**config.mk**
```make
export PLATFORM = sky130hd
export DESIGN_NAME = pirq_steer
export DESIGN_NICKNAME = d
export VERILOG_FILES = /design/src/rtl/pirq_pkg.sv /design/src/rtl/pirq_sync.sv /design/src/rtl/pirq_cond.sv /design/src/rtl/pirq_regs.sv /design/src/rtl/pirq_route.sv /design/src/rtl/pirq_steer.sv
export SDC_FILE = /design/constraint.sdc
export NUM_CORES = 1
export LEC_CHECK = 0
export ABC_AREA = 0
export BUFFER_PORTS_ARGS = -buffer_cell sky130_fd_sc_hd__buf_4
export CAP_MARGIN = 10
export CELL_PAD_IN_SITES_DETAIL_PLACEMENT = 1
export CELL_PAD_IN_SITES_GLOBAL_PLACEMENT = 1
export CORE_ASPECT_RATIO = 0.7
export CORE_UTILIZATION = 28
export DETAILED_ROUTE_END_ITERATION = 10
export GPL_TIMING_DRIVEN = 0
export HOLD_SLACK_MARGIN = 0.08
export PLACE_DENSITY_LB_ADDON = 0.3
export SYNTH_ARGS = -nofsm -noshare
export SYNTH_HDL_FRONTEND = slang
export SYNTH_HIERARCHICAL = 1
export SYNTH_SLANG_ARGS = --single-unit
```
**constraint.sdc**
```tcl
create_clock -name clk -period 1.7 [get_ports clk]
set_input_delay 0.085 -clock clk [delete_from_list [all_inputs] [get_ports clk]]
set_output_delay 0.085 -clock clk [all_outputs]
set_load 0.02 [all_outputs]
```
**src/rtl/pirq_pkg.sv**
```systemverilog
// Package: shared sizes, register addresses and trigger encoding for
// the interrupt pin steering router.
package pirq_pkg;
    localparam int unsigned PIN_CNT  = 4;
    localparam int unsigned SEL_W    = 4;
    localparam int unsigned LINE_CNT = 1 << SEL_W;
    localparam int unsigned REG_W    = PIN_CNT * SEL_W;

    // Lines the router must never drive.
    localparam logic [LINE_CNT-1:0] BLOCKED_LINES = 16'h0005;

    localparam logic ADDR_TRIG  = 1'b0;
    localparam logic ADDR_STEER = 1'b1;

    typedef enum logic {
        TRIG_LEVEL_LOW = 1'b0,
        TRIG_EDGE_HIGH = 1'b1
    } trig_e;
endpackage

```
**src/rtl/pirq_sync.sv**
```systemverilog
// Module: pirq_sync
// Two-flop synchronizer for each asynchronous pin.
// Assumes: the flops preset to 1 on reset, so that a pin held high through
// reset is never seen as a rising edge later.
module pirq_sync #(
    parameter int unsigned W = 4
) (
    input  logic         clk,
    input  logic         rst_n,
    input  logic [W-1:0] d_in,
    output logic [W-1:0] q_out
);
    for (genvar g = 0; g < W; g++) begin : g_bit
        logic meta_q;
        logic sync_q;

        // Two-stage capture of one pin, preset high on reset.
        always_ff @(posedge clk) begin
            if (!rst_n) begin
                meta_q <= 1'b1;
                sync_q <= 1'b1;
            end else begin
                meta_q <= d_in[g];
                sync_q <= meta_q;
            end
        end

        assign q_out[g] = sync_q;
    end
endmodule

```
**src/rtl/pirq_cond.sv**
```systemverilog
// Module: pirq_cond
// Turns each synchronized pin into an active-high request. Level mode:
// the request is the inverted pin. Edge mode: the request is a one-cycle
// strobe on a rising edge.
// Assumes: the inputs are already synchronized, and the history flop uses
// the same reset and preset value as the synchronizer.
module pirq_cond #(
    parameter int unsigned W = 4
) (
    input  logic         clk,
    input  logic         rst_n,
    input  logic [W-1:0] sync_in,
    input  logic [W-1:0] edge_mode,
    output logic [W-1:0] req_out
);
    import pirq_pkg::*;

    logic [W-1:0] hist_q;

    // Keep the previous synchronized value for edge detection.
    always_ff @(posedge clk) begin
        if (!rst_n) hist_q <= '1;
        else        hist_q <= sync_in;
    end

    for (genvar g = 0; g < W; g++) begin : g_pin
        // Select the conditioning for one pin.
        always_comb begin
            if (trig_e'(edge_mode[g]) == TRIG_EDGE_HIGH)
                req_out[g] = sync_in[g] & ~hist_q[g];
            else
                req_out[g] = ~sync_in[g];
        end
    end
endmodule

```
**src/rtl/pirq_regs.sv**
```systemverilog
// Module: pirq_regs
// Holds the trigger register and the steering register, with a single-cycle
// write and a combinational read.
// Assumes: the write data is as wide as the steering register.
module pirq_regs #(
    parameter int unsigned PINS  = 4,
    parameter int unsigned SEL_W = 4
) (
    input  logic                    clk,
    input  logic                    rst_n,
    input  logic                    reg_addr,
    input  logic                    reg_we,
    input  logic [PINS*SEL_W-1:0]   reg_wdata,
    output logic [PINS*SEL_W-1:0]   reg_rdata,
    output logic [PINS-1:0]         trig_q,
    output logic [PINS*SEL_W-1:0]   steer_q
);
    import pirq_pkg::*;
    localparam int unsigned DW = PINS * SEL_W;

    // Trigger register: only the per-pin bits are stored.
    always_ff @(posedge clk) begin
        if (!rst_n)                              trig_q <= '0;
        else if (reg_we && reg_addr == ADDR_TRIG) trig_q <= reg_wdata[PINS-1:0];
    end

    // Steering register: one selector per pin.
    always_ff @(posedge clk) begin
        if (!rst_n)                               steer_q <= '0;
        else if (reg_we && reg_addr == ADDR_STEER) steer_q <= reg_wdata;
    end

    // Read multiplexer; reserved trigger bits read as zero.
    always_comb begin
        if (reg_addr == ADDR_TRIG) reg_rdata = {{(DW-PINS){1'b0}}, trig_q};
        else                       reg_rdata = steer_q;
    end
endmodule

```
**src/rtl/pirq_route.sv**
```systemverilog
// Module: pirq_route
// Decodes each pin's selector, ORs the requests per line, masks the
// blocked lines and registers the result.
// Assumes: selector value 0 is unconnected (line 0 is always blocked).
module pirq_route #(
    parameter int unsigned              PINS  = 4,
    parameter int unsigned              SEL_W = 4,
    parameter int unsigned              LINES = 1 << SEL_W,
    parameter logic [(1<<SEL_W)-1:0]    BLOCK = 16'h0005
) (
    input  logic                  clk,
    input  logic                  rst_n,
    input  logic [PINS-1:0]       req_in,
    input  logic [PINS*SEL_W-1:0] steer_in,
    output logic [LINES-1:0]      lines_out
);
    logic [LINES-1:0] hit;

    // Merge every active pin onto the line its selector names.
    always_comb begin
        hit = '0;
        for (int p = 0; p < PINS; p++) begin
            if (req_in[p]) hit[steer_in[p*SEL_W +: SEL_W]] = 1'b1;
        end
    end

    // Register the masked line vector.
    always_ff @(posedge clk) begin
        if (!rst_n) lines_out <= '0;
        else        lines_out <= hit & ~BLOCK;
    end
endmodule

```
**src/rtl/pirq_steer.sv**
```systemverilog
// Module: pirq_steer (top)
// Interrupt pin steering router: synchronize, condition per pin, then
// steer onto a sixteen-line legacy request vector.
// Assumes: the pins are asynchronous; the register port is synchronous to clk.
module pirq_steer
    import pirq_pkg::*;
(
    input  logic                clk,
    input  logic                rst_n,
    input  logic [PIN_CNT-1:0]  irq_pin,
    input  logic                reg_addr,
    input  logic                reg_we,
    input  logic [REG_W-1:0]    reg_wdata,
    output logic [REG_W-1:0]    reg_rdata,
    output logic [LINE_CNT-1:0] irq_req
);
    logic [PIN_CNT-1:0] pin_sync;
    logic [PIN_CNT-1:0] trig_q;
    logic [REG_W-1:0]   steer_q;
    logic [PIN_CNT-1:0] cond_req;

    pirq_sync #(.W(PIN_CNT)) i_sync (
        .clk(clk), .rst_n(rst_n), .d_in(irq_pin), .q_out(pin_sync)
    );

    pirq_regs #(.PINS(PIN_CNT), .SEL_W(SEL_W)) i_regs (
        .clk(clk), .rst_n(rst_n), .reg_addr(reg_addr), .reg_we(reg_we),
        .reg_wdata(reg_wdata), .reg_rdata(reg_rdata),
        .trig_q(trig_q), .steer_q(steer_q)
    );

    pirq_cond #(.W(PIN_CNT)) i_cond (
        .clk(clk), .rst_n(rst_n), .sync_in(pin_sync),
        .edge_mode(trig_q), .req_out(cond_req)
    );

    pirq_route #(.PINS(PIN_CNT), .SEL_W(SEL_W), .LINES(LINE_CNT),
                 .BLOCK(BLOCKED_LINES)) i_route (
        .clk(clk), .rst_n(rst_n), .req_in(cond_req),
        .steer_in(steer_q), .lines_out(irq_req)
    );
endmodule

```
==> impl_metrics.xml, run 1 <==
<?xml version="1.0" encoding="UTF-8"?>
<metrics>
  <group name="timing">
    <metric name="final-max-slew-violation-count" unit="">0</metric>
    <metric name="finalCritPeriodShare" unit="%">94.5</metric>
    <metric name="grt_setup_unrepaired" unit="">false</metric>
    <metric name="final-setup-viol-count" unit="">0</metric>
    <metric name="setup_total_negative_slack" unit="ns">0</metric>
    <metric name="timing.fmax" unit="MHz">623</metric>
    <metric name="finalWorstPathRequiredPeriod" unit="ns">1.61</metric>
    <metric name="timing.clock.skew" unit="ns">0.00601</metric>
    <metric name="final_hold_viol_count" unit="">0</metric>
  </group>
  <group name="synthesis">
    <metric name="yosys.area_share.simple" unit="%">26.5</metric>
    <metric name="yosysSeqAreaShare" unit="%">43.1</metric>
    <metric name="synth_top_family_by_area" unit="">simple AND/OR/NAND/NOR gates</metric>
    <metric name="yosys-mux-area-fraction" unit="%">5.85</metric>
    <metric name="postSynthAreaPerCell" unit="um2">9.17</metric>
    <metric name="synth.distinct_cells" unit="">24</metric>
    <metric name="post_synth_inst_count" unit="">233</metric>
    <metric name="post_synth_adder_cell_area" unit="%">0</metric>
    <metric name="netlist_area" unit="um2">2140</metric>
    <metric name="ys.warnings.count" unit="">6</metric>
    <metric name="synth_compound_area_share" unit="%">18.6</metric>
    <metric name="synth-xor-area-share" unit="%">0</metric>
    <metric name="synth_seq_cells" unit="">46</metric>
  </group>
  <group name="power_and_ir_drop">
    <metric name="power_per_cell_area" unit="nW/um2">727</metric>
    <metric name="switching_share" unit="%">25.9</metric>
    <metric name="power.static_leakage" unit="nW">1.19</metric>
    <metric name="power.clock.fraction" unit="%">32.0</metric>
    <metric name="power.combinational.fraction" unit="%">15.0</metric>
    <metric name="internal-power" unit="mW">1.61</metric>
    <metric name="netSwitchingPower" unit="uW">560</metric>
    <metric name="power.sequential.fraction" unit="%">53.0</metric>
    <metric name="irDropWorstVdd" unit="mV">0.276</metric>
  </group>
  <group name="global_route">
    <metric name="global_route.overflow_total" unit="">0</metric>
    <metric name="wire_length_of_the_first_global_routing_pass" unit="mm">10.3</metric>
    <metric name="antenna_violations_before_repair" unit="">0</metric>
    <metric name="grt_usage" unit="%">17.0</metric>
    <metric name="vias_in_the_first_global_route" unit="">2033</metric>
    <metric name="grt_start_max_net_pins" unit="">19</metric>
  </group>
  <group name="setup_path">
    <metric name="crit_fanout" unit="">4</metric>
    <metric name="criticalPathCategory" unit="">flip-flop to flip-flop</metric>
    <metric name="timing.critical_path.slowest_stage_cell" unit="">sky130_fd_sc_hd__or3b_1</metric>
    <metric name="crit_path_capture_type" unit="">flip-flop</metric>
    <metric name="crit_buf_inv" unit="">1</metric>
    <metric name="cp_top_family" unit="">compound AO/OA/AOI/OAI gates</metric>
    <metric name="worst_setup_path_start_kind" unit="">flip-flop</metric>
    <metric name="crit_path_cell_trace" unit="">buf_4 &gt; o21ai_0 &gt; or3b_1 &gt; o22ai_1 &gt; o21a_1</metric>
    <metric name="critical-path-max-stage-delay" unit="ns">0.43</metric>
    <metric name="cp.required" unit="ns">1.94</metric>
    <metric name="cp.arrival" unit="ns">1.84</metric>
  </group>
  <group name="min_path">
    <metric name="hold_path.class" unit="">input pin to flip-flop</metric>
  </group>
  <group name="placement">
    <metric name="detailedPlacementHpwl" unit="mm">4.69</metric>
    <metric name="place.gp.congestion" unit="">0.849</metric>
    <metric name="post-place-cells" unit="">385</metric>
    <metric name="place.port_buffers" unit="">53</metric>
  </group>
  <group name="cells_and_area">
    <metric name="register_area" unit="um2">921</metric>
    <metric name="final_instance_count_excl_fillers" unit="">415</metric>
    <metric name="flow.area_growth_from_synthesis" unit="%">39.3</metric>
    <metric name="final.fill_count" unit="">874</metric>
    <metric name="area_of_the_multi_input_gates" unit="um2">1100</metric>
    <metric name="nNetsFinal" unit="">340</metric>
    <metric name="antennaDiodeCount" unit="">0</metric>
    <metric name="drive_gt1_share" unit="%">29.0</metric>
  </group>
  <group name="floorplan">
    <metric name="design.core.area" unit="um2">7350</metric>
    <metric name="ioPinCount" unit="">56</metric>
    <metric name="die_width" unit="um">106</metric>
    <metric name="rows" unit="">26</metric>
    <metric name="floorplan.die_area" unit="um2">7990</metric>
    <metric name="start_util" unit="%">29.1</metric>
    <metric name="dieHeight" unit="um">75.1</metric>
  </group>
  <group name="status">
    <metric name="result_of_the_run" unit="">finished, final reports clean</metric>
  </group>
  <group name="clocking">
    <metric name="cts_max_path_buffers" unit="">2</metric>
    <metric name="cts_max_level" unit="">2</metric>
    <metric name="clkSinkCount" unit="">46</metric>
    <metric name="ctsRootBufferMaster" unit="">sky130_fd_sc_hd__clkbuf_8</metric>
    <metric name="clock_tree_from_tritoncts" unit="">done</metric>
    <metric name="clk_pin_slew" unit="ns">0.09</metric>
    <metric name="worst_skew_pair.late_latency" unit="ns">0.30</metric>
    <metric name="number_of_clock_buffers_inserted_by_tritoncts" unit="">5</metric>
    <metric name="cts_setup_buffers" unit="">0</metric>
  </group>
  <group name="routing">
    <metric name="drt_iter0_markers" unit="">81</metric>
    <metric name="vias" unit="">1983</metric>
    <metric name="route.antenna.remaining_nets" unit="">0</metric>
    <metric name="drcViolationCount" unit="">0</metric>
    <metric name="firstDrtPassIters" unit="">4</metric>
    <metric name="drt_wl_total" unit="mm">6.41</metric>
    <metric name="viasPerCell" unit="">4.78</metric>
    <metric name="detail_route.wl_per_cell" unit="um">15.4</metric>
  </group>
  <group name="job">
    <metric name="maximum_capacitance_violations" unit="">0</metric>
  </group>
</metrics>
-- cell families (layout without fill, tap and decap cells) --
logic type      Yosys count  in the layout
compound gates           58             58
flops                    46             46
other cells               1              2
mux                      12             12
buf+inv                  18            101
simple gates             98             98
-- synth_stat cells --
cell | count | area share (%)
sky130_fd_sc_hd__buf_4 | 8 | 2.8
sky130_fd_sc_hd__and2_4 | 1 | 0.41
sky130_fd_sc_hd__buf_2 | 5 | 1.2
sky130_fd_sc_hd__o21a_1 | 14 | 4.9
sky130_fd_sc_hd__nand2b_1 | 21 | 6.1
sky130_fd_sc_hd__nand3b_1 | 12 | 4.2
sky130_fd_sc_hd__or3b_1 | 4 | 1.6
sky130_fd_sc_hd__nand2_1 | 28 | 4.9
sky130_fd_sc_hd__o21ai_0 | 4 | 0.94
sky130_fd_sc_hd__mux2_1 | 4 | 2.1
sky130_fd_sc_hd__clkbuf_1 | 2 | 0.35
sky130_fd_sc_hd__buf_8 | 1 | 0.70
sky130_fd_sc_hd__dfxtp_1 | 46 | 43
sky130_fd_sc_hd__and2_1 | 12 | 3.5
sky130_fd_sc_hd__clkbuf_2 | 1 | 0.23
sky130_fd_sc_hd__nand3_1 | 4 | 0.94
sky130_fd_sc_hd__mux2i_1 | 8 | 3.7
sky130_fd_sc_hd__buf_6 | 1 | 0.53
sky130_fd_sc_hd__nand4_1 | 12 | 3.5
sky130_fd_sc_hd__or2_2 | 4 | 1.2
sky130_fd_sc_hd__o21ai_1 | 2 | 0.47
sky130_fd_sc_hd__o22ai_1 | 28 | 8.2
sky130_fd_sc_hd__o21ai_2 | 10 | 4.1
sky130_fd_sc_hd__conb_1 | 1 | 0.18
-- layer usage --
| metal | GRT usage (%) | vias up | part of all wire [%] | routed length, um |
|---|---|---|---|---|
| li1 | - | 1000 | - | - |
| met1 | 22.7 | 920 | 49 | 3160 |
| met2 | 26.8 | 51 | 44 | 2850 |
| met3 | 4.42 | 12 | 5.1 | 328 |
| met4 | 6.54 | 0 | 1.2 | 75 |
| met5 | 0 | - | 0 | 0 |
-- per-stage QoR --
stage / setup slack, ns / total power [mW] / cell area [um2] / hold slack (ns) / utilization [%]
after global placement: 0.0377 / 1.45 / 2660 / 0.267 / 36.2
after global routing: 0.0314 / 2.28 / 2980 / 0.0834 / 40.5
final: 0.0938 / 2.17 / 2980 / 0.0931 / 40.5
after CTS: 0.00817 / 2.19 / 2970 / 0.0814 / 40.4
after detailed placement: 0.0168 / 1.46 / 2660 / 0.272 / 36.2
after floorplan: 0.318 / 1.33 / 2140 / 0.158 / -
-- cell usage in the layout (no fill, tap or decap), types with 5 or more instances in the layout --
cell type                       netlist  routed
sky130_fd_sc_hd__mux2i_1              8       8
sky130_fd_sc_hd__clkbuf_8             0       6
sky130_fd_sc_hd__nand2_1             28      28
sky130_fd_sc_hd__nand4_1             12      12
sky130_fd_sc_hd__o21ai_2             10      10
sky130_fd_sc_hd__nand3b_1            12      12
sky130_fd_sc_hd__nand2b_1            21      21
sky130_fd_sc_hd__and2_1              12      12
sky130_fd_sc_hd__dlygate4sd3_1        0      22
sky130_fd_sc_hd__o21a_1              14      14
sky130_fd_sc_hd__buf_4                8      61
sky130_fd_sc_hd__o22ai_1             28      28
sky130_fd_sc_hd__o21ai_1              2       5
sky130_fd_sc_hd__dfxtp_1             46      46
sky130_fd_sc_hd__buf_2                5       5
-- final cells by class --
cell class | instances | area share (%)
clock inverter | 2 | 0.420
sequential | 46 | 30.9
buffer | 18 | 4.16
clock buffer | 6 | 2.77
timing repair buffer | 75 | 20.8
multi-input combinational | 170 | 36.8
tap | 98 | 4.12
-- repair_timing --
action	CTS	global route
endpoints found under the setup margin	0	7
gates resized for setup	0	3
endpoints found under the hold margin	22	1
hold buffers	21	1
-- worst reg2reg max path: cells and delay by family (launching register included) --
kind	cells	cell delay, ns
buf+inv	1	0.13
compound gates	3	0.68
simple gates	1	0.43
flops	1	0.30
-- power by group through the flow --
stage	sequential, mW	clock, mW	combinational, mW
global route	1.16	0.775	0.351
floorplan	1.16	0	0.169
global placement	1.17	0	0.278
detailed placement	1.17	0	0.282
finish	1.15	0.693	0.324
CTS	1.15	0.719	0.321
-- registers in the layout, indices dropped and copies added (netlist names) --
| name | count |
|---|---|
| i_sync/g_bit.meta_q | 4 |
| i_sync/g_bit.sync_q | 4 |
| i_cond/hist_q | 4 |
| i_route/lines_out | 14 |
| i_regs/steer_q | 16 |
| i_regs/trig_q | 4 |
-- worst paths after layout --
path / from / endpoint / slack, ns / cells after the start
hold reg to reg: i_sync/g_bit[1].meta_q / i_sync/g_bit[1].sync_q / 0.41 / 1
setup reg to reg: i_sync/g_bit[0].sync_q / i_route/lines_out[1] / 0.09 / 5
hold / removal: reg_wdata[0] / i_regs/trig_q[0] / 0.09 / 3
setup / recovery: i_sync/g_bit[0].sync_q / i_route/lines_out[1] / 0.09 / 5
Power figures use the tool's default switching activity.
==> run 2, diff against run 1 <==
--- a/config.mk
+++ b/config.mk
@@ -10,7 +10,6 @@
 export CAP_MARGIN = 10
 export CELL_PAD_IN_SITES_DETAIL_PLACEMENT = 1
 export CELL_PAD_IN_SITES_GLOBAL_PLACEMENT = 1
-export CORE_ASPECT_RATIO = 0.7
 export CORE_UTILIZATION = 28
 export DETAILED_ROUTE_END_ITERATION = 10
 export GPL_TIMING_DRIVEN = 0
==> run 2 against run 1 <==
  * Clock power increased by 44%
  * Hold slack improved by 0.012 ns
  * Non-clock buffer count increased by 4
  * Sequential share of layout area decreased by 0.90 points
  * Largest power group unchanged
  * Worst setup slack improved by 0.023 ns
  * Critical path type unchanged
  * Global-route usage increased by 0.66 points
  * First-iteration DRC count decreased by 26%
  * Critical path depth unchanged
  * Count of clock-buffer cells in the layout unchanged
  * Sequential power about the same
  * Highest routed layer unchanged
  * Combinational power increased by 2%
  * Flip-flop and latch count unchanged
==> impl_metrics.xml, run 2 (synthesized netlist as in run 1, its figures left out) <==
<?xml version="1.0" encoding="UTF-8"?>
<metrics>
  <group name="floorplan">
    <metric name="rows" unit="">31</metric>
    <metric name="ioPinCount" unit="">56</metric>
    <metric name="dieHeight" unit="um">89.4</metric>
    <metric name="design.core.area" unit="um2">7330</metric>
    <metric name="start_util" unit="%">29.2</metric>
    <metric name="floorplan.die_area" unit="um2">7990</metric>
    <metric name="die_width" unit="um">89.4</metric>
  </group>
  <group name="status">
    <metric name="result_of_the_run" unit="">finished, final reports clean</metric>
  </group>
  <group name="power_and_ir_drop">
    <metric name="switching_share" unit="%">22.8</metric>
    <metric name="power.combinational.fraction" unit="%">13.3</metric>
    <metric name="irDropWorstVdd" unit="mV">0.296</metric>
    <metric name="netSwitchingPower" unit="uW">565</metric>
    <metric name="power.clock.fraction" unit="%">40.4</metric>
    <metric name="finalPower" unit="mW">2.48</metric>
    <metric name="internal-power" unit="mW">1.91</metric>
    <metric name="power.static_leakage" unit="nW">1.23</metric>
    <metric name="power.sequential.fraction" unit="%">46.4</metric>
    <metric name="power_per_cell_area" unit="nW/um2">808</metric>
  </group>
  <group name="cells_and_area">
    <metric name="drive_gt1_share" unit="%">28.7</metric>
    <metric name="flow.area_growth_from_synthesis" unit="%">43.4</metric>
    <metric name="final_common_cell" unit="">sky130_fd_sc_hd__buf_4</metric>
    <metric name="max_reg_flops" unit="">16</metric>
    <metric name="largest_registers" unit="">i_regs/steer_q: 16 flops, i_route/lines_out: 14 flops</metric>
    <metric name="largest_register" unit="">i_regs/steer_q</metric>
    <metric name="final_cell_area" unit="um2">3070</metric>
    <metric name="final_cell_mix" unit="">sky130_fd_sc_hd__buf_4, sky130_fd_sc_hd__dfxtp_1, sky130_fd_sc_hd__nand2_1, sky130_fd_sc_hd__o22ai_1, sky130_fd_sc_hd__dlygate4sd3_1</metric>
    <metric name="antennaDiodeCount" unit="">0</metric>
    <metric name="post-route-util" unit="%">41.8</metric>
    <metric name="nNetsFinal" unit="">344</metric>
  </group>
  <group name="timing">
    <metric name="final_hold_viol_count" unit="">0</metric>
    <metric name="final-setup-viol-count" unit="">0</metric>
    <metric name="timing.clock.skew" unit="ns">0.00781</metric>
    <metric name="timing.fmax" unit="MHz">631</metric>
    <metric name="finalWorstPathRequiredPeriod" unit="ns">1.58</metric>
    <metric name="whs" unit="ns">0.105</metric>
    <metric name="grt_setup_unrepaired" unit="">false</metric>
    <metric name="setup_total_negative_slack" unit="ns">0</metric>
    <metric name="final-max-slew-violation-count" unit="">0</metric>
    <metric name="finalCritPeriodShare" unit="%">93.2</metric>
  </group>
  <group name="clocking">
    <metric name="cts_max_level" unit="">2</metric>
    <metric name="number_of_clock_buffers_inserted_by_tritoncts" unit="">5</metric>
    <metric name="clk_pin_slew" unit="ns">0.09</metric>
    <metric name="clkSinkCount" unit="">46</metric>
    <metric name="cts_setup_buffers" unit="">0</metric>
    <metric name="clock_tree_from_tritoncts" unit="">done</metric>
    <metric name="cts_max_path_buffers" unit="">2</metric>
    <metric name="ctsRootBufferMaster" unit="">sky130_fd_sc_hd__clkbuf_8</metric>
    <metric name="worst_skew_pair.late_latency" unit="ns">0.30</metric>
  </group>
  <group name="routing">
    <metric name="route.antenna.remaining_nets" unit="">0</metric>
    <metric name="drt_iter0_markers" unit="">60</metric>
    <metric name="drt_wl_total" unit="mm">6.52</metric>
    <metric name="vias" unit="">2064</metric>
    <metric name="firstDrtPassIters" unit="">4</metric>
    <metric name="drcViolationCount" unit="">0</metric>
    <metric name="viasPerCell" unit="">4.91</metric>
    <metric name="detail_route.wl_per_cell" unit="um">15.5</metric>
  </group>
  <group name="setup_path">
    <metric name="worst_setup_path_start_kind" unit="">flip-flop</metric>
    <metric name="criticalPathCategory" unit="">flip-flop to flip-flop</metric>
    <metric name="crit_fanout" unit="">4</metric>
    <metric name="cp.required" unit="ns">1.94</metric>
    <metric name="crit_path_capture_type" unit="">flip-flop</metric>
    <metric name="cp.arrival" unit="ns">1.82</metric>
  </group>
  <group name="global_route">
    <metric name="vias_in_the_first_global_route" unit="">2087</metric>
    <metric name="wire_length_of_the_first_global_routing_pass" unit="mm">10.5</metric>
    <metric name="antenna_violations_before_repair" unit="">0</metric>
    <metric name="global_route.overflow_total" unit="">0</metric>
    <metric name="grt_usage" unit="%">17.7</metric>
    <metric name="grt_start_max_net_pins" unit="">15</metric>
  </group>
  <group name="job">
    <metric name="maximum_capacitance_violations" unit="">0</metric>
  </group>
  <group name="placement">
    <metric name="place.port_buffers" unit="">53</metric>
    <metric name="place.gp.congestion" unit="">0.899</metric>
    <metric name="detailedPlacementHpwl" unit="mm">4.57</metric>
    <metric name="detailed_place.area" unit="um2">2660</metric>
  </group>
  <group name="min_path">
    <metric name="hold_path.class" unit="">input pin to flip-flop</metric>
  </group>
</metrics>
run 2: cell types whose count changed in the layout (fill, tap and decap cells not counted):
cell / previous run / this run
sky130_fd_sc_hd__clkinvlp_4: 1 / 0
sky130_fd_sc_hd__dlygate4sd3_1: 22 / 26
sky130_fd_sc_hd__bufinv_16: 0 / 2
sky130_fd_sc_hd__clkinv_2: 1 / 0
run 2: layout make-up:
type	count	area, um2
sequential	46	921
clock inverter	2	60.1
timing repair buffer	79	658
clock buffer	6	82.6
fill	853	4270
buffer	18	124
tap	99	124
multi-input combinational	170	1100
run 2: stage by stage:
step,instances,setup slack (ns)
6_report,420,0.116
4_1_cts,420,0.0415
5_1_grt,420,0.0218
3_3_place_gp,386,0.0337
2_1_floorplan,234,0.318
3_5_place_dp,386,0.0351
run 2: path summary, 6_finish.rpt:
path                           from                endpoint  slack, ns  cells after the start
min                           rst_n   i_route/lines_out[10]       0.11                      2
max          i_sync/g_bit[2].sync_q    i_route/lines_out[3]       0.12                      5
min reg2reg  i_sync/g_bit[3].meta_q  i_sync/g_bit[3].sync_q       0.42                      1
max reg2reg  i_sync/g_bit[2].sync_q    i_route/lines_out[3]       0.12                      5
run 2: routing by layer:
layer  up-vias  global-route usage [%]  share of wire (%)
met2        62                    30.8                 51
met3         7                    3.05                3.7
met4         0                    5.77                1.2
met1       992                    22.1                 45
li1       1003                       -                  -
met5         -                       0                  0
run 2: critical path, stage by stage (launching register included):
cell,delay (ns)
sky130_fd_sc_hd__dfxtp_1,0.31
sky130_fd_sc_hd__buf_4,0.13
sky130_fd_sc_hd__o21ai_0,0.37
sky130_fd_sc_hd__or3b_1,0.42
sky130_fd_sc_hd__o22ai_1,0.16
sky130_fd_sc_hd__o21a_1,0.13
run 2: repair_timing:
action | CTS | global route
hold endpoints to repair | 32 | 0
pin swaps | 0 | 0
hold buffers | 26 | 0
setup endpoints to repair | 3 | 2
resized for setup | 2 | 1
cloned | 0 | 0
run 2: power by group through the flow:
stage               combinational (mW)  sequential [mW]  clock [mW]
floorplan                        0.169             1.16           0
detailed placement               0.279             1.17           0
CTS                              0.327             1.15        1.04
global route                     0.356             1.16        1.07
global placement                 0.276             1.17           0
finish                           0.329             1.15       0.999
==> run 3, diff against run 2 <==
==> constraint.sdc (replaced) <==
create_clock -name clk -period 1.7 [get_ports clk]
set_input_delay 0.34 -clock clk [delete_from_list [all_inputs] [get_ports clk]]
set_output_delay 0.34 -clock clk [all_outputs]
set_load 0.02 [all_outputs]
==> run 3 against run 2 <==
  * Global-route usage down 1.4 points
  * First-iteration DRC count up 38%
  * Count of clock-buffer cells in the layout unchanged
  * Critical path type unchanged
  * Worst setup slack better by 0.0085 ns
  * Die area unchanged
  * Register-to-register slack about the same
==> impl_metrics.xml, run 3 (synthesized netlist as in run 1, its figures left out) <==
<?xml version="1.0" encoding="UTF-8"?>
<metrics>
  <group name="status">
    <metric name="result_of_the_run" unit="">finished, final reports clean</metric>
  </group>
  <group name="floorplan">
    <metric name="die_width" unit="um">89.4</metric>
    <metric name="design.core.area" unit="um2">7330</metric>
    <metric name="start_util" unit="%">29.2</metric>
    <metric name="ioPinCount" unit="">56</metric>
    <metric name="floorplan.die_area" unit="um2">7990</metric>
    <metric name="dieHeight" unit="um">89.4</metric>
    <metric name="rows" unit="">31</metric>
  </group>
  <group name="power_and_ir_drop">
    <metric name="netSwitchingPower" unit="uW">551</metric>
    <metric name="power_per_cell_area" unit="nW/um2">864</metric>
    <metric name="switching_share" unit="%">22.8</metric>
    <metric name="power.sequential.fraction" unit="%">47.3</metric>
    <metric name="power.combinational.fraction" unit="%">11.5</metric>
    <metric name="irDropWorstVdd" unit="mV">0.289</metric>
    <metric name="internal-power" unit="mW">1.87</metric>
    <metric name="power.static_leakage" unit="nW">1.13</metric>
    <metric name="power.clock.fraction" unit="%">41.2</metric>
  </group>
  <group name="timing">
    <metric name="setup_total_negative_slack" unit="ns">0</metric>
    <metric name="finalWorstPathRequiredPeriod" unit="ns">1.58</metric>
    <metric name="final-max-slew-violation-count" unit="">0</metric>
    <metric name="final-setup-viol-count" unit="">0</metric>
    <metric name="timing.clock.skew" unit="ns">0.00600</metric>
    <metric name="grt_setup_unrepaired" unit="">false</metric>
    <metric name="finalCritPeriodShare" unit="%">92.7</metric>
    <metric name="timing.fmax" unit="MHz">635</metric>
    <metric name="final_hold_viol_count" unit="">0</metric>
  </group>
  <group name="clocking">
    <metric name="cts-hold-fix-buffers" unit="">0</metric>
    <metric name="post_cts_resize_count" unit="">2</metric>
    <metric name="number_of_clock_buffers_inserted_by_tritoncts" unit="">5</metric>
    <metric name="clk_pin_slew" unit="ns">0.09</metric>
    <metric name="clkSinkCount" unit="">46</metric>
    <metric name="clock_tree_from_tritoncts" unit="">done</metric>
    <metric name="cts_max_path_buffers" unit="">2</metric>
    <metric name="cts_setup_buffers" unit="">0</metric>
    <metric name="ctsRootBufferMaster" unit="">sky130_fd_sc_hd__clkbuf_8</metric>
    <metric name="cts_max_level" unit="">2</metric>
    <metric name="worst_skew_pair.late_latency" unit="ns">0.30</metric>
  </group>
  <group name="global_route">
    <metric name="global_route.overflow_total" unit="">0</metric>
    <metric name="grt_start_max_net_pins" unit="">19</metric>
    <metric name="grt_usage" unit="%">16.3</metric>
    <metric name="vias_in_the_first_global_route" unit="">1952</metric>
    <metric name="wire_length_of_the_first_global_routing_pass" unit="mm">9.76</metric>
    <metric name="antenna_violations_before_repair" unit="">0</metric>
  </group>
  <group name="cells_and_area">
    <metric name="antennaDiodeCount" unit="">0</metric>
    <metric name="final_common_cell" unit="">sky130_fd_sc_hd__buf_4</metric>
    <metric name="drive_gt1_share" unit="%">31.2</metric>
    <metric name="largest_registers" unit="">i_regs/steer_q: 16 flops, i_route/lines_out: 14 flops</metric>
    <metric name="flow.area_growth_from_synthesis" unit="%">31.3</metric>
    <metric name="final_cell_area" unit="um2">2810</metric>
    <metric name="largest_register" unit="">i_regs/steer_q</metric>
    <metric name="nNetsFinal" unit="">318</metric>
    <metric name="max_reg_flops" unit="">16</metric>
    <metric name="post-route-util" unit="%">38.3</metric>
    <metric name="final_cell_mix" unit="">sky130_fd_sc_hd__buf_4, sky130_fd_sc_hd__dfxtp_1, sky130_fd_sc_hd__nand2_1, sky130_fd_sc_hd__o22ai_1, sky130_fd_sc_hd__nand2b_1</metric>
  </group>
  <group name="setup_path">
    <metric name="crit_fanout" unit="">4</metric>
    <metric name="crit_path_capture_type" unit="">flip-flop</metric>
    <metric name="timing.critical_path.slowest_stage_cell" unit="">sky130_fd_sc_hd__or3b_1</metric>
    <metric name="cp.arrival" unit="ns">1.82</metric>
    <metric name="critical-path-max-stage-delay" unit="ns">0.42</metric>
    <metric name="rr_endpoint" unit="">i_route/lines_out[3]</metric>
    <metric name="worst_r2r_startpoint" unit="">i_sync/g_bit[2].sync_q</metric>
    <metric name="crit_path_cell_trace" unit="">buf_4 &gt; o21ai_0 &gt; or3b_1 &gt; o22ai_1 &gt; o21a_1</metric>
    <metric name="cp.required" unit="ns">1.94</metric>
    <metric name="worst-r2r-setup-slack" unit="ns">0.12</metric>
    <metric name="worst_setup_path_start_kind" unit="">flip-flop</metric>
    <metric name="criticalPathCategory" unit="">flip-flop to flip-flop</metric>
    <metric name="reg2regPathDepth" unit="">5</metric>
  </group>
  <group name="placement">
    <metric name="detailed_place.area" unit="um2">2660</metric>
    <metric name="place.gp.congestion" unit="">0.899</metric>
    <metric name="detailedPlacementHpwl" unit="mm">4.57</metric>
    <metric name="place.port_buffers" unit="">53</metric>
  </group>
  <group name="routing">
    <metric name="viasPerCell" unit="">4.93</metric>
    <metric name="drcViolationCount" unit="">0</metric>
    <metric name="detail_route.wl_per_cell" unit="um">15.1</metric>
    <metric name="firstDrtPassIters" unit="">4</metric>
    <metric name="drt_iter0_markers" unit="">83</metric>
    <metric name="drt_wl_total" unit="mm">5.97</metric>
    <metric name="route.antenna.remaining_nets" unit="">0</metric>
    <metric name="vias" unit="">1943</metric>
  </group>
  <group name="min_path">
    <metric name="hold_path.class" unit="">input pin to flip-flop</metric>
    <metric name="hold_path_depth" unit="">2</metric>
    <metric name="hp-start" unit="">irq_pin[0]</metric>
    <metric name="worstHoldEndpoint" unit="">i_sync/g_bit[0].meta_q</metric>
  </group>
  <group name="job">
    <metric name="maximum_capacitance_violations" unit="">0</metric>
  </group>
</metrics>
[run 3: worst max path at each step]
stage | slack, ns | cells past startpoint | start | end
floorplan | 0.32 | 5 | i_sync/g_bit[0].sync_q | i_route/lines_out[1]
global placement | 0.03 | 5 | i_sync/g_bit[1].sync_q | i_route/lines_out[3]
detailed placement | 0.04 | 5 | i_sync/g_bit[3].sync_q | i_route/lines_out[3]
CTS | 0.04 | 5 | i_sync/g_bit[0].sync_q | i_route/lines_out[3]
global route | 0.02 | 5 | i_sync/g_bit[2].sync_q | i_route/lines_out[3]
finish | 0.12 | 5 | i_sync/g_bit[2].sync_q | i_route/lines_out[3]
[run 3: layer usage]
metal  GRT usage (%)  vias to the layer above  routed length (um)
li1                -                      950                   -
met1            21.0                      907                2690
met2            27.3                       76                2840
met3            3.05                       10                 328
met4            5.77                        0                 106
met5               0                        -                   0
[run 3: power by group through the flow]
stage	Clock [mW]	Combinational (mW)	Sequential, mW
after global placement	0	0.276	1.17
after CTS	1.04	0.281	1.15
after floorplan	0	0.169	1.16
final	0.998	0.278	1.15
after global routing	1.06	0.304	1.15
after detailed placement	0	0.279	1.17
[run 3: cell type report]
type | count | area, um2
buffer | 18 | 124
clock buffer | 6 | 82.6
clock inverter | 2 | 60.1
fill | 868 | 4530
multi-input combinational | 170 | 1100
sequential | 46 | 921
tap | 99 | 124
timing repair buffer | 53 | 398
[run 3: worst max-delay path, delay by kind of cell, from the launching register on]
kind / cells / cell delay (ns)
and+or+nand+nor: 1 / 0.42
DFF: 1 / 0.31
AOI/OAI and AO/OA: 3 / 0.66
buffers and inverters: 1 / 0.13
[run 3: through the flow]
| stage | power (mW) | worst slack (ns) | instances | hold WS, ns |
|---|---|---|---|---|
| after global placement | 1.45 | 0.0337 | 386 | 0.387 |
| after detailed placement | 1.45 | 0.0351 | 386 | 0.395 |
| after floorplan | 1.33 | 0.318 | 234 | 0.386 |
| after global routing | 2.52 | 0.0167 | 394 | 0.214 |
| final | 2.42 | 0.125 | 394 | 0.214 |
| after CTS | 2.47 | 0.0415 | 394 | 0.206 |
